--- config.mk ---
export PLATFORM = sky130hd
export DESIGN_NAME = adc_serial_reader
export DESIGN_NICKNAME = d
export VERILOG_FILES = /design/src/rtl/adcr_pkg.sv /design/src/rtl/adcr_tick.sv /design/src/rtl/adcr_seq.sv /design/src/rtl/adcr_shift.sv /design/src/rtl/adc_serial_reader.sv
export SDC_FILE = /design/constraint.sdc
export NUM_CORES = 1
export LEC_CHECK = 0
export ABC_AREA = 1
export BUFFER_PORTS_ARGS = -buffer_cell sky130_fd_sc_hd__buf_4
export CORE_ASPECT_RATIO = 1.5
export CORE_MARGIN = 8
export CORE_UTILIZATION = 55
export CTS_BUF_LIST = sky130_fd_sc_hd__clkbuf_2 sky130_fd_sc_hd__clkbuf_4 sky130_fd_sc_hd__clkbuf_8
export CTS_CLUSTER_DIAMETER = 200
export DETAILED_ROUTE_END_ITERATION = 10
export GPL_ROUTABILITY_DRIVEN = 0
export PLACE_DENSITY = 0.73
export SKIP_CTS_REPAIR_TIMING = 1
export SLEW_MARGIN = 20
export SYNTH_ARGS = -nofsm -noshare
export SYNTH_HDL_FRONTEND = slang
export SYNTH_SLANG_ARGS = --single-unit
--- constraint.sdc ---
create_clock -name clk -period 3.1 [get_ports clk]
set_input_delay 0.62 -clock clk [delete_from_list [all_inputs] [get_ports clk]]
set_output_delay 0.62 -clock clk [all_outputs]
set_load 0.005 [all_outputs]
--- src/rtl/adcr_pkg.sv ---
package adcr_pkg;

  typedef enum logic {
    RD_IDLE = 1'b0,
    RD_RUN  = 1'b1
  } rd_state_e;

  function automatic int cnt_width(input int n);
    return (n > 1) ? $clog2(n) : 1;
  endfunction

endpackage

--- src/rtl/adcr_tick.sv ---
module adcr_tick #(
  parameter int HALF_CYC = 4
) (
  input  logic clk,
  input  logic rst,
  input  logic run,
  output logic tick
);
  localparam int CW = adcr_pkg::cnt_width(HALF_CYC);
  localparam logic [CW-1:0] LAST = CW'(HALF_CYC - 1);

  logic [CW-1:0] cnt;

  always_ff @(posedge clk) begin
    if (rst || !run) begin
      cnt <= '0;
    end else if (cnt == LAST) begin
      cnt <= '0;
    end else begin
      cnt <= cnt + 1'b1;
    end
  end

  assign tick = run && (cnt == LAST);

endmodule

--- src/rtl/adcr_seq.sv ---
module adcr_seq
  import adcr_pkg::*;
#(
  parameter int DATA_W   = 8,
  parameter int LEAD_CYC = 1
) (
  input  logic clk,
  input  logic rst,
  input  logic start,
  input  logic tick,
  output logic run,
  output logic cs_n,
  output logic sclk,
  output logic sample,
  output logic last
);
  localparam int TOTAL_EDGES = 2 * (LEAD_CYC + DATA_W);
  localparam int EW          = cnt_width(TOTAL_EDGES + 1);
  localparam logic [EW-1:0] EDGE_END  = EW'(TOTAL_EDGES);
  localparam logic [EW-1:0] LEAD_EDGE = EW'(2 * LEAD_CYC);

  rd_state_e     state;
  logic [EW-1:0] ecnt;
  logic [EW-1:0] ecnt_nx;
  logic          toggle;
  logic          data_fall;

  assign ecnt_nx   = ecnt + 1'b1;
  assign toggle    = (state == RD_RUN) && tick && (ecnt != EDGE_END);
  assign data_fall = toggle && sclk && (ecnt_nx > LEAD_EDGE);
  assign run       = (state == RD_RUN);

  always_ff @(posedge clk) begin
    if (rst) begin
      state  <= RD_IDLE;
      cs_n   <= 1'b1;
      sclk   <= 1'b0;
      ecnt   <= '0;
      sample <= 1'b0;
      last   <= 1'b0;
    end else begin
      sample <= data_fall;
      last   <= data_fall && (ecnt_nx == EDGE_END);
      unique case (state)
        RD_IDLE: begin
          if (start) begin
            state <= RD_RUN;
            cs_n  <= 1'b0;
            sclk  <= 1'b0;
            ecnt  <= '0;
          end
        end
        RD_RUN: begin
          if (toggle) begin
            sclk <= ~sclk;
            ecnt <= ecnt_nx;
          end
          if (sample && last) begin
            state <= RD_IDLE;
            cs_n  <= 1'b1;
          end
        end
        default: state <= RD_IDLE;
      endcase
    end
  end

endmodule

--- src/rtl/adcr_shift.sv ---
module adcr_shift #(
  parameter int DATA_W = 8
) (
  input  logic              clk,
  input  logic              rst,
  input  logic              sample,
  input  logic              last,
  input  logic              sdata,
  output logic [DATA_W-1:0] data,
  output logic              done
);
  logic [DATA_W-1:0] sh;
  logic [DATA_W-1:0] sh_nx;

  assign sh_nx = {sh[DATA_W-2:0], sdata};

  always_ff @(posedge clk) begin
    if (rst) begin
      sh   <= '0;
      data <= '0;
      done <= 1'b0;
    end else begin
      done <= 1'b0;
      if (sample) begin
        sh <= sh_nx;
        if (last) begin
          data <= sh_nx;
          done <= 1'b1;
        end
      end
    end
  end

endmodule

--- src/rtl/adc_serial_reader.sv ---
module adc_serial_reader #(
  parameter int DATA_W   = 8,
  parameter int HALF_CYC = 4,
  parameter int LEAD_CYC = 1
) (
  input  logic              clk,
  input  logic              rst,
  input  logic              start_i,
  input  logic              sdata_i,
  output logic              cs_n_o,
  output logic              sclk_o,
  output logic [DATA_W-1:0] data_o,
  output logic              done_o
);
  logic run;
  logic tick;
  logic sample;
  logic last;

  adcr_tick #(.HALF_CYC(HALF_CYC)) u_tick (
    .clk  (clk),
    .rst  (rst),
    .run  (run),
    .tick (tick)
  );

  adcr_seq #(.DATA_W(DATA_W), .LEAD_CYC(LEAD_CYC)) u_seq (
    .clk    (clk),
    .rst    (rst),
    .start  (start_i),
    .tick   (tick),
    .run    (run),
    .cs_n   (cs_n_o),
    .sclk   (sclk_o),
    .sample (sample),
    .last   (last)
  );

  adcr_shift #(.DATA_W(DATA_W)) u_shift (
    .clk    (clk),
    .rst    (rst),
    .sample (sample),
    .last   (last),
    .sdata  (sdata_i),
    .data   (data_o),
    .done   (done_o)
  );

endmodule

-- Word-level counts from Yosys, hierarchy flattened
Cells that the tools add are included.
- register bits after elaboration: 28
- logic and storage cells: 48
- $add $sub $neg: 2
- $lt $le $gt $ge: 1
- eq/ne operators: 6
- multiplexer cells: 12
- bitwise gates (word level): 3
- reduce and logical (&&, ||, !) cells: 14
- operators by type and width (kind ; count):
    $mux 5 ; 2
    $pmux 5 s2 ; 1
    $logic_and 1x1->1 ; 7
    $mux 1 ; 6
    $ne 2x2->1 const B ; 3
    $pmux 1 s2 ; 3
    $reduce_and 2->1 ; 3
    $add 5x1->5 const B ; 1
    $eq 5x5->1 const B ; 1
    $gt 5x2->1 const B ; 1
    $ne 5x5->1 const B ; 1
    $reduce_or 2->1 ; 2
    $not 1->1 ; 3
    $add 2x1->2 const B ; 1
    $eq 2x2->1 const B ; 1
    $logic_not 1->1 ; 1
    $logic_or 1x1->1 ; 1

-- Depth between registers and ports, before layout
Gate-level depths: netlist of the first run.
- word-level depth: 7
- mapped depth: 9

-- Hierarchy
From an unflattened synthesis of the first run, not the netlist that was laid out.
- cells, all modules: 153
- area total of the unflattened synthesis: 1214.9 sq um
- by module, submodules not included (module ; times used ; cells each ; area an instance (sq um)):
    adcr_shift ; 1 ; 73 ; 581.8
    adcr_seq ; 1 ; 69 ; 544.3
    adcr_tick ; 1 ; 11 ; 88.8

-- Worst setup path before layout of the first run
Ideal clock, no wire load.
- path type: input port to flip-flop
- from: input port rst
- to: register u_shift.data[3]
- library setup time: 0.112 ns
- arrival: 1.213 ns
- data required time: 2.988 ns
- slack: 1.775 ns
- cell stages on the path: 5
- path buffers: 2
- cell sequence: buf_4 clkinv_1 buf_6 nand3_1 nand2_1
- RTL lines (what ; line ; RTL):
    start, declared ; adc_serial_reader.sv:7 ; input logic rst,
    end signal, assigned ; adcr_shift.sv:27 ; data <= sh_nx;
    end, declared ; adcr_shift.sv:9 ; output logic [DATA_W-1:0] data,

-- Final worst setup path of the first run
- from: register u_seq.sclk
- to: output port sclk_o
- RTL lines (what ; line ; RTL):
    start, declared ; adcr_seq.sv:13 ; output logic sclk,
    start signal, assigned ; adcr_seq.sv:55 ; sclk <= ~sclk;
    end, declared ; adc_serial_reader.sv:11 ; output logic sclk_o,
No word-level cell between the ends.

==> results of run 1 <==
## worst min path at each step
stage / to / slack, ps / cells after the start
after floorplan: u_tick.cnt[0]$_SDFF_PP0_ / 400 / 1
after global placement: u_tick.cnt[0]$_SDFF_PP0_ / 410 / 1
after detailed placement: u_tick.cnt[0]$_SDFF_PP0_ / 420 / 1
after CTS: u_tick.cnt[0]$_SDFF_PP0_ / 440 / 1
after global routing: u_tick.cnt[0]$_SDFF_PP0_ / 470 / 1
final: u_tick.cnt[0]$_SDFF_PP0_ / 440 / 1
## sequential cells by signal, summed over array words and instances, names as in the netlist
| signal | count |
|---|---|
| u_seq.sclk | 1 |
| u_shift.data | 8 |
| u_seq.run | 1 |
| u_tick.cnt | 2 |
| u_seq.last | 1 |
| u_seq.sample | 1 |
| u_seq.ecnt | 5 |
| u_seq.cs_n | 1 |
| u_shift.sh | 7 |
| u_shift.done | 1 |
## logic make-up (layout without fill, tap and decap cells)
logic type / Yosys count / count (layout)
buf+inv: 19 / 33
flops: 28 / 28
compound gates: 25 / 25
xor+xnor: 1 / 1
fa+ha+maj: 4 / 4
simple gates: 66 / 66
## metal layers
layer | share of wire | up-vias | global-route usage
li1 | - | 488 | -
met1 | 0.39 | 410 | 0.1102
met2 | 0.54 | 9 | 0.2186
met3 | 0.044 | 4 | 0.02070
met4 | 0.021 | 0 | 0.06069
met5 | 0 | - | 0
## area by class of cell
type                    instances  area, um^2
clock inverters                 1       30.03
inverters                      15       56.30
well taps                      22       27.53
fillers                       197       695.7
multi-input cells              96       479.2
flip-flops and latches         28       560.5
repair buffers                 14       105.1
clock buffers                   3       22.52
## through the flow
step	instance area (um^2)	worst slack [ps]	hold WS, ps
2_1_floorplan	1131	1775	397.3
3_3_place_gp	1229	1533	406.2
3_5_place_dp	1229	1473	424.1
4_1_cts	1281	1633	444.1
5_1_grt	1281	1506	467.0
6_report	1281	1649	440.6
## power by group
group          total (W)  internal (W)  switching, W
Clock           0.000228      0.000131     0.0000978
Combinational  0.0000194    0.00000716     0.0000122
Sequential      0.000366      0.000363    0.00000243
Total           0.000613      0.000501      0.000112
## layout by cell type, fill, tap and decap left out, types with 2 or more instances in the layout
cell      instances
nand2_1          27
ha_1              4
nor2_1           18
o21ai_0          11
nand4_1           2
o21ai_1           2
dfxtp_1          28
clkbuf_4          3
buf_4            14
a21oi_1          11
nand3_1          14
inv_1            14
nand2_2           2
==> flow_metrics.tcl, run 1 <==
set metrics [dict create \
    r2r_cells 7 \
    core_area_mm2 0.001977 \
    slowest_delay_ps 390 \
    period_share 0.4679 \
    tns_ps 0 \
    synth_area_mm2 0.001131 \
    cp_top_family "flip-flops" \
    synthXorXnorAreaFrac 0.007743 \
    grt_max_degree 20 \
    startpoint "u_seq.sclk$_SDFFE_PP0P_" \
    syn_to_final_growth_pct 13.27 \
    clk_pin_slew_ps 140 \
    ios 15 \
    syn_inst 143 \
    cp.arrival_ps 830 \
    antenna_left 0 \
    die_y_um 71.54 \
    reg2reg_to "u_seq.ecnt[0]$_SDFFE_PP0P_" \
    dr.pass1.iters 4 \
    chipWidth_um 53.03 \
    post-route-util 0.6481 \
    min_from "u_tick.cnt[0]$_SDFF_PP0_" \
    cts_buffer_depth 2 \
    crit_path_end_kind "output pin" \
    slew_viol_final 0 \
    timing.rr.start "u_seq.ecnt[0]$_SDFFE_PP0P_" \
    antenna_found_initial 0 \
    synth_top_cell_area_share 0.4956 \
    drv_cap 0 \
    irDropWorstVdd_uv 286.0 \
    start_util 0.5722 \
    setup_viol 0 \
    drc 0 \
    clock_skew_ps 4.450 \
    nets 166 \
    path_class "reg2out" \
    setup.worst_path.start_class "register" \
    synth_top_family_by_area "simple AND/OR/NAND/NOR gates" \
    synth_compound_area_frac 0.1139 \
    yosys.area_share.adder 0.04425 \
    hp-class "reg2reg" \
    synth-edff-count 0 \
    path_buf_inv 1 \
    required_ps 2480 \
    yosysWarnings 0 \
    synth_area_leaders "dfxtp_1 (50%), nand2_1 (9.0%), nand3_1 (6.2%)" \
    async_reset_ff_frac 0 \
    via_count 911 \
    synth.most_common_cell "dfxtp_1" \
    n_antenna_cell 0 \
    hold_viol_final 0 \
    powerDensity_mw_per_mm2 478.7 \
    p_leak_nw 0.5864 \
    critPathMaxFanout 4 \
    final_cell_count_no_fill 179 \
    synth_area_leader_cell "dfxtp_1" \
    cts_tree "built" \
    worstPathCellList "buf_4" \
    dp.cells 175 \
    htree_levels 1 \
    post_route_cells_drive_above_1_share 0.1529 \
    synthMuxAreaShare 0 \
    grtUsageTotal 0.1165 \
    synth_ff_type "dfxtp_1" \
    slowest_stage "dfxtp_1" \
    clock.fmax_mhz 689.4 \
    wirelength_um 2021 \
    cp_num_cells 1 \
    crit_end "sclk_o" \
    wire_per_inst_um 11.29 \
    grt_pass1_vias 881 \
    vias_per_cell 5.089 \
    synth-seq-area-share 0.4956 \
    cts_buffers 3 \
    rrSetupSlack_ps 1660 \
    fin_crit_ps 1451 \
    rsz0062_at_grt "no" \
    synth_common_cells "dfxtp_1 (28), nand2_1 (27), nor2_1 (18)" \
    cts_num_sinks 28 \
    grt_pass1_wl_um 3560 \
    grt-ovfl-total 0 \
    yosys.area_share.simple 0.2577 \
    synth_fp_nets 151 \
    total_power_w 0.0006134 \
    cts_root_buffer "clkbuf_4" \
    portBuffers 14 \
    rows 20 \
    max_slew_margin 0.7092 \
    clock_latency_ps 310 \
    ys_types 20 \
    dp_hpwl_um 1579 \
    synth_seq_cells 28 \
    tightestPinTransition_ps 433.6 \
    dr.first_iter.drc_count 19 \
    run_status "finished, final reports clean" \
    die_area_mm2 0.003793 \
    syn_area_per_cell_um2 7.910 \
]
Note: power is estimated with default switching activity, not from simulation.
==> inputs of run 2 (changes only) <==
--- a/config.mk
+++ b/config.mk
@@ -9,12 +9,12 @@
 export BUFFER_PORTS_ARGS = -buffer_cell sky130_fd_sc_hd__buf_4
 export CORE_ASPECT_RATIO = 1.5
 export CORE_MARGIN = 8
-export CORE_UTILIZATION = 55
+export CORE_UTILIZATION = 52
 export CTS_BUF_LIST = sky130_fd_sc_hd__clkbuf_2 sky130_fd_sc_hd__clkbuf_4 sky130_fd_sc_hd__clkbuf_8
 export CTS_CLUSTER_DIAMETER = 200
 export DETAILED_ROUTE_END_ITERATION = 10
 export GPL_ROUTABILITY_DRIVEN = 0
-export PLACE_DENSITY = 0.73
+export PLACE_DENSITY = 0.72
 export SKIP_CTS_REPAIR_TIMING = 1
 export SLEW_MARGIN = 20
 export SYNTH_ARGS = -nofsm -noshare
==> constraint.sdc (replaced) <==
create_clock -name clk -period 1.23 [get_ports clk]
set_input_delay 0.246 -clock clk [delete_from_list [all_inputs] [get_ports clk]]
set_output_delay 0.246 -clock clk [all_outputs]
set_load 0.005 [all_outputs]
==> flow_metrics.tcl, run 2 (synthesis results as in run 1) <==
set metrics [dict create \
    p_leak_nw 0.5977 \
    dr.pass1.iters 5 \
    cp_common_cell "inv_2" \
    grt_max_degree 16 \
    start_util 0.5512 \
    required_ps 1480 \
    switching_share 0.2114 \
    antenna_left 0 \
    grt_use_met1 0.1128 \
    via_count 984 \
    clock_latency_ps 320 \
    cts_buffers 3 \
    slew_viol_final 0 \
    grt_pass1_vias 926 \
    met3_usage 0.02245 \
    cp_top_family "compound AO/OA/AOI/OAI gates" \
    grt-ovfl-total 0 \
    final_cell_count_no_fill 183 \
    grt_pass1_wl_um 3677 \
    post_route_cells_drive_above_1_share 0.2547 \
    portBuffers 14 \
    hold_slack_ps 117.5 \
    hold_viol_final 0 \
    largest_reg_flops 8 \
    cts_root_buffer "clkbuf_4" \
    cts_num_sinks 28 \
    ios 15 \
    max_slew_margin 0.8142 \
    busiest_layer "met2" \
    largestRegisters "u_shift.data: 8 flops, u_shift.sh: 7 flops, u_seq.ecnt: 5 flops" \
    wirelength_um 2266 \
    die_area_mm2 0.003954 \
    tightestPinTransition_ps 278.1 \
    period_share 1.003 \
    rrSetupSlack_ps -4 \
    cts_buffer_depth 2 \
    crit_path_end_kind "register" \
    vias_per_cell 5.377 \
    drc 0 \
    p_seq_frac 0.651 \
    intPower_w 0.001113 \
    rsz0062_at_grt "yes" \
    grtUsageMet2 0.2147 \
    drv_cap 0 \
    wire_per_inst_um 12.38 \
    final_cell_mix "nand2_1 (25), dfxtp_1 (25), buf_4 (18), nor2_1 (17), nand3_1 (14)" \
    cts_tree "built" \
    irDropWorstVdd_uv 717.6 \
    violations "setup timing" \
    clock_skew_ps 5.857 \
    htree_levels 1 \
    pwr-share-clk 0.310 \
    path_buf_inv 2 \
    die_y_um 73.12 \
    run_status "finished, violations left" \
    fin_area_mm2 0.001361 \
    dp_worst_setup_slack_ps -95.83 \
    slowest_delay_ps 400 \
    dp.cells 179 \
    worstPathCellList "inv_2 > ha_4 > nand2_2 > inv_2 > a21oi_4 > o21ai_1 > a21oi_1" \
    dr.first_iter.drc_count 34 \
    power_switching_w 0.0002985 \
    path_class "reg2reg" \
    clk_pin_slew_ps 140 \
    clock.fmax_mhz 810.5 \
    rows 20 \
    critPathMaxFanout 6 \
    p_comb_frac 0.039 \
    chipWidth_um 54.08 \
    setup_ws_ps -3.745 \
    n_antenna_cell 0 \
    core_area_mm2 0.002052 \
    antenna_found_initial 0 \
    hp-class "in2reg" \
    slowest_stage "dfxtp_4" \
    powerDensity_mw_per_mm2 1037 \
    dp_hpwl_um 1666 \
    placed_cell_area_mm2 0.001259 \
    nets 170 \
    grtUsageTotal 0.1178 \
    fin_crit_ps 1234 \
    setup_viol 1 \
    regMostFlops "u_shift.data" \
    syn_to_final_growth_pct 20.35 \
    total_power_w 0.001412 \
    setup.worst_path.start_class "register" \
    cp.arrival_ps 1490 \
]
## run 2: layout make-up
type | instances | area (um^2)
Tap cell | 22 | 27.53
Clock buffer | 4 | 36.28
Sequential cell | 28 | 569.3
Multi-Input combinational cell | 96 | 536.8
Timing Repair Buffer | 18 | 135.1
Inverter | 15 | 56.30
Fill cell | 184 | 690.7
## run 2: power by group through the flow
stage               sequential (W)  clock, W  combinational [W]
finish                    0.000919  0.000438          0.0000553
global route              0.000920  0.000477          0.0000644
CTS                       0.000921  0.000450          0.0000527
detailed placement        0.000940         0          0.0000525
global placement          0.000940         0          0.0000514
floorplan                 0.000940         0          0.0000347
## run 2: worst paths after layout
| path | start | endpoint | cells after the start |
|---|---|---|---|
| setup / recovery | u_seq.ecnt[0]$_SDFFE_PP0P_ | u_seq.ecnt[0]$_SDFFE_PP0P_ | 7 |
| hold / removal | sdata_i | u_shift.data[0]$_SDFFE_PP0P_ | 3 |
| setup reg to reg | u_seq.ecnt[0]$_SDFFE_PP0P_ | u_seq.ecnt[0]$_SDFFE_PP0P_ | 7 |
| hold reg to reg | u_shift.sh[2]$_SDFFE_PP0P_ | u_shift.data[3]$_SDFFE_PP0P_ | 2 |
## run 2: routing by layer
metal / share of wire / vias up
li1: - / 500
met1: 0.38 / 446
met2: 0.53 / 32
met3: 0.064 / 6
met4: 0.023 / 0
met5: 0 / -
## run 2: worst reg2reg max path, cell delays in order (launching register included)
cell and delay (ps):
dfxtp_4 400, inv_2 50, ha_4 150, nand2_2 70
inv_2 50, a21oi_4 220, o21ai_1 110, a21oi_1 120
## run 2: per-stage QoR
stage / utilization / TNS [ps]
after floorplan: - / 0
after global placement: 0.6134 / -198.1
after detailed placement: 0.6134 / -589.2
after CTS: 0.6311 / -798.7
after global routing: 0.6634 / -305.7
final: 0.6634 / -3.745
==> inputs of run 3 (changes only) <==
--- a/config.mk
+++ b/config.mk
@@ -15,6 +15,7 @@
 export DETAILED_ROUTE_END_ITERATION = 10
 export GPL_ROUTABILITY_DRIVEN = 0
 export PLACE_DENSITY = 0.72
+export REMOVE_ABC_BUFFERS = 1
 export SKIP_CTS_REPAIR_TIMING = 1
 export SLEW_MARGIN = 20
 export SYNTH_ARGS = -nofsm -noshare
==> flow_metrics.tcl, run 3 (synthesis results as in run 1) <==
set metrics [dict create \
    dp_hpwl_um 1659 \
    min_from "sdata_i" \
    core_area_mm2 0.002052 \
    multi_input_area_um2 546.8 \
    path_class "reg2reg" \
    rows 20 \
    run_status "finished, final reports clean" \
    start_util 0.5512 \
    grt_max_degree 17 \
    cp.arrival_ps 1490 \
    cts_buffer_depth 2 \
    clock.fmax_mhz 816.2 \
    hold_path_depth 3 \
    cts_buffers 3 \
    drc 0 \
    grt_pass1_vias 901 \
    grt_pass1_wl_um 3719 \
    p_leak_nw 0.6174 \
    setup_viol 0 \
    slew_viol_final 0 \
    wl_met2_um 1212 \
    setup.worst_path.start_class "register" \
    cts_num_sinks 28 \
    crit_path_end_kind "register" \
    syn_to_final_growth_pct 23.67 \
    max_slew_margin 0.8144 \
    hold_viol_final 0 \
    dr.pass1.iters 4 \
    highest_layer "met4" \
    cts_root_buffer "clkbuf_4" \
    post_route_cells_drive_above_1_share 0.2945 \
    die_area_mm2 0.003954 \
    die_y_um 73.12 \
    critPathMaxFanout 6 \
    hp-class "in2reg" \
    rrSetupSlack_ps 5 \
    powerDensity_mw_per_mm2 1119 \
    seq_area_um2 565.5 \
    largest_reg_flops 8 \
    htree_levels 1 \
    grtUsageTotal 0.1192 \
    ios 15 \
    regMostFlops "u_shift.data" \
    fill_cells 171 \
    wire_per_inst_um 12.33 \
    cts_tree "built" \
    irDropWorstVdd_uv 695.2 \
    portBuffers 14 \
    grt-ovfl-total 0 \
    clk_pin_slew_ps 150 \
    worstHoldEndpoint "u_shift.data[0]$_SDFFE_PP0P_" \
    met1_length_um 914 \
    chipWidth_um 54.08 \
    tightestPinTransition_ps 278.0 \
    period_share 0.9961 \
    total_power_w 0.001566 \
    largestRegisters "u_shift.data: 8 flops, u_shift.sh: 7 flops, u_seq.ecnt: 5 flops" \
    final_cell_mix "dfxtp_1 (26), nand2_1 (22), buf_4 (20), nor2_1 (18), nand3_1 (14)" \
    drv_cap 0 \
    dr_wl_met3_um 117 \
    clock_latency_ps 320 \
    via_count 953 \
    antenna_found_initial 0 \
    fin_crit_ps 1225 \
    r2r_cells 7 \
    nets 172 \
    clock_skew_ps 9.945 \
    vias_per_cell 5.151 \
    n_antenna_cell 0 \
    reg2reg_to "u_seq.ecnt[2]$_SDFFE_PP0P_" \
    tns_ps 0 \
    dr.first_iter.drc_count 20 \
    antenna_left 0 \
    rsz0062_at_grt "yes" \
    timing.rr.start "u_seq.ecnt[0]$_SDFFE_PP0P_" \
    wirelength_um 2281 \
    required_ps 1490 \
    final_common_cell "dfxtp_1" \
]
-- run 3: changes by cell type in the layout (fill, tap and decap cells not counted), sizes merged --
cell,previous run,this run
buf,18,20
bufinv,0,1
clkbuf,4,3
-- run 3: worst max path at each step --
| stage | startpoint | end | slack (ps) | cells after the start |
|---|---|---|---|---|
| after floorplan | u_seq.ecnt[0]$_SDFFE_PP0P_ | u_seq.last$_SDFF_PP0_ | 40 | 9 |
| after global placement | u_seq.ecnt[0]$_SDFFE_PP0P_ | u_seq.sclk$_SDFFE_PP0P_ | -10 | 7 |
| after detailed placement | u_seq.ecnt[0]$_SDFFE_PP0P_ | u_seq.sclk$_SDFFE_PP0P_ | -70 | 7 |
| after CTS | u_seq.ecnt[0]$_SDFFE_PP0P_ | u_seq.sclk$_SDFFE_PP0P_ | -100 | 7 |
| after global routing | u_tick.cnt[0]$_SDFF_PP0_ | u_seq.ecnt[2]$_SDFFE_PP0P_ | -60 | 5 |
| final | u_seq.ecnt[0]$_SDFFE_PP0P_ | u_seq.ecnt[2]$_SDFFE_PP0P_ | 5 | 7 |
-- run 3: per-stage QoR --
stage / hold slack (ps) / area [um^2] / std cells / setup slack [ps] / utilization
final: 108.5 / 1399 / 185 / 4.787 / 0.6817
after global routing: 121.0 / 1399 / 185 / -62.63 / 0.6817
after CTS: 113.9 / 1326 / 185 / -99.43 / 0.6463
after detailed placement: 423.8 / 1274 / 181 / -68.13 / 0.6207
after global placement: 407.0 / 1274 / 181 / -11.49 / 0.6207
after floorplan: 315.1 / 1096 / 139 / 39.29 / -
-- run 3: layout make-up --
class,instances,area share
well taps,22,0.01968
inverters,15,0.04025
clock buffers,3,0.01610
flip-flops and latches,28,0.4043
clock inverters,1,0.02147
repair buffers,20,0.1073
multi-input cells,96,0.3909
-- run 3: power by group --
group	leakage, nW	internal (W)	total [W]	switching [W]
Combinational	0.362	0.0000206	0.0000541	0.0000335
Clock	0.0279	0.000329	0.000592	0.000262
Sequential	0.228	0.000913	0.000920	0.00000675
Total	0.617	0.00126	0.00157	0.000303
-- run 3: metal layers --
metal / global-route usage / vias up
li1: - / 502
met1: 0.1300 / 426
met2: 0.2122 / 21
met3: 0.01837 / 4
met4: 0.05220 / 0
met5: 0 / -
-- run 3: critical path, cell delays in order, from the launching register on --
cell     delay [ps]
dfxtp_2         390
inv_2            50
ha_4            140
nand2_2          60
inv_2            50
a21oi_4         250
nand2_1         100
a21oi_2         120
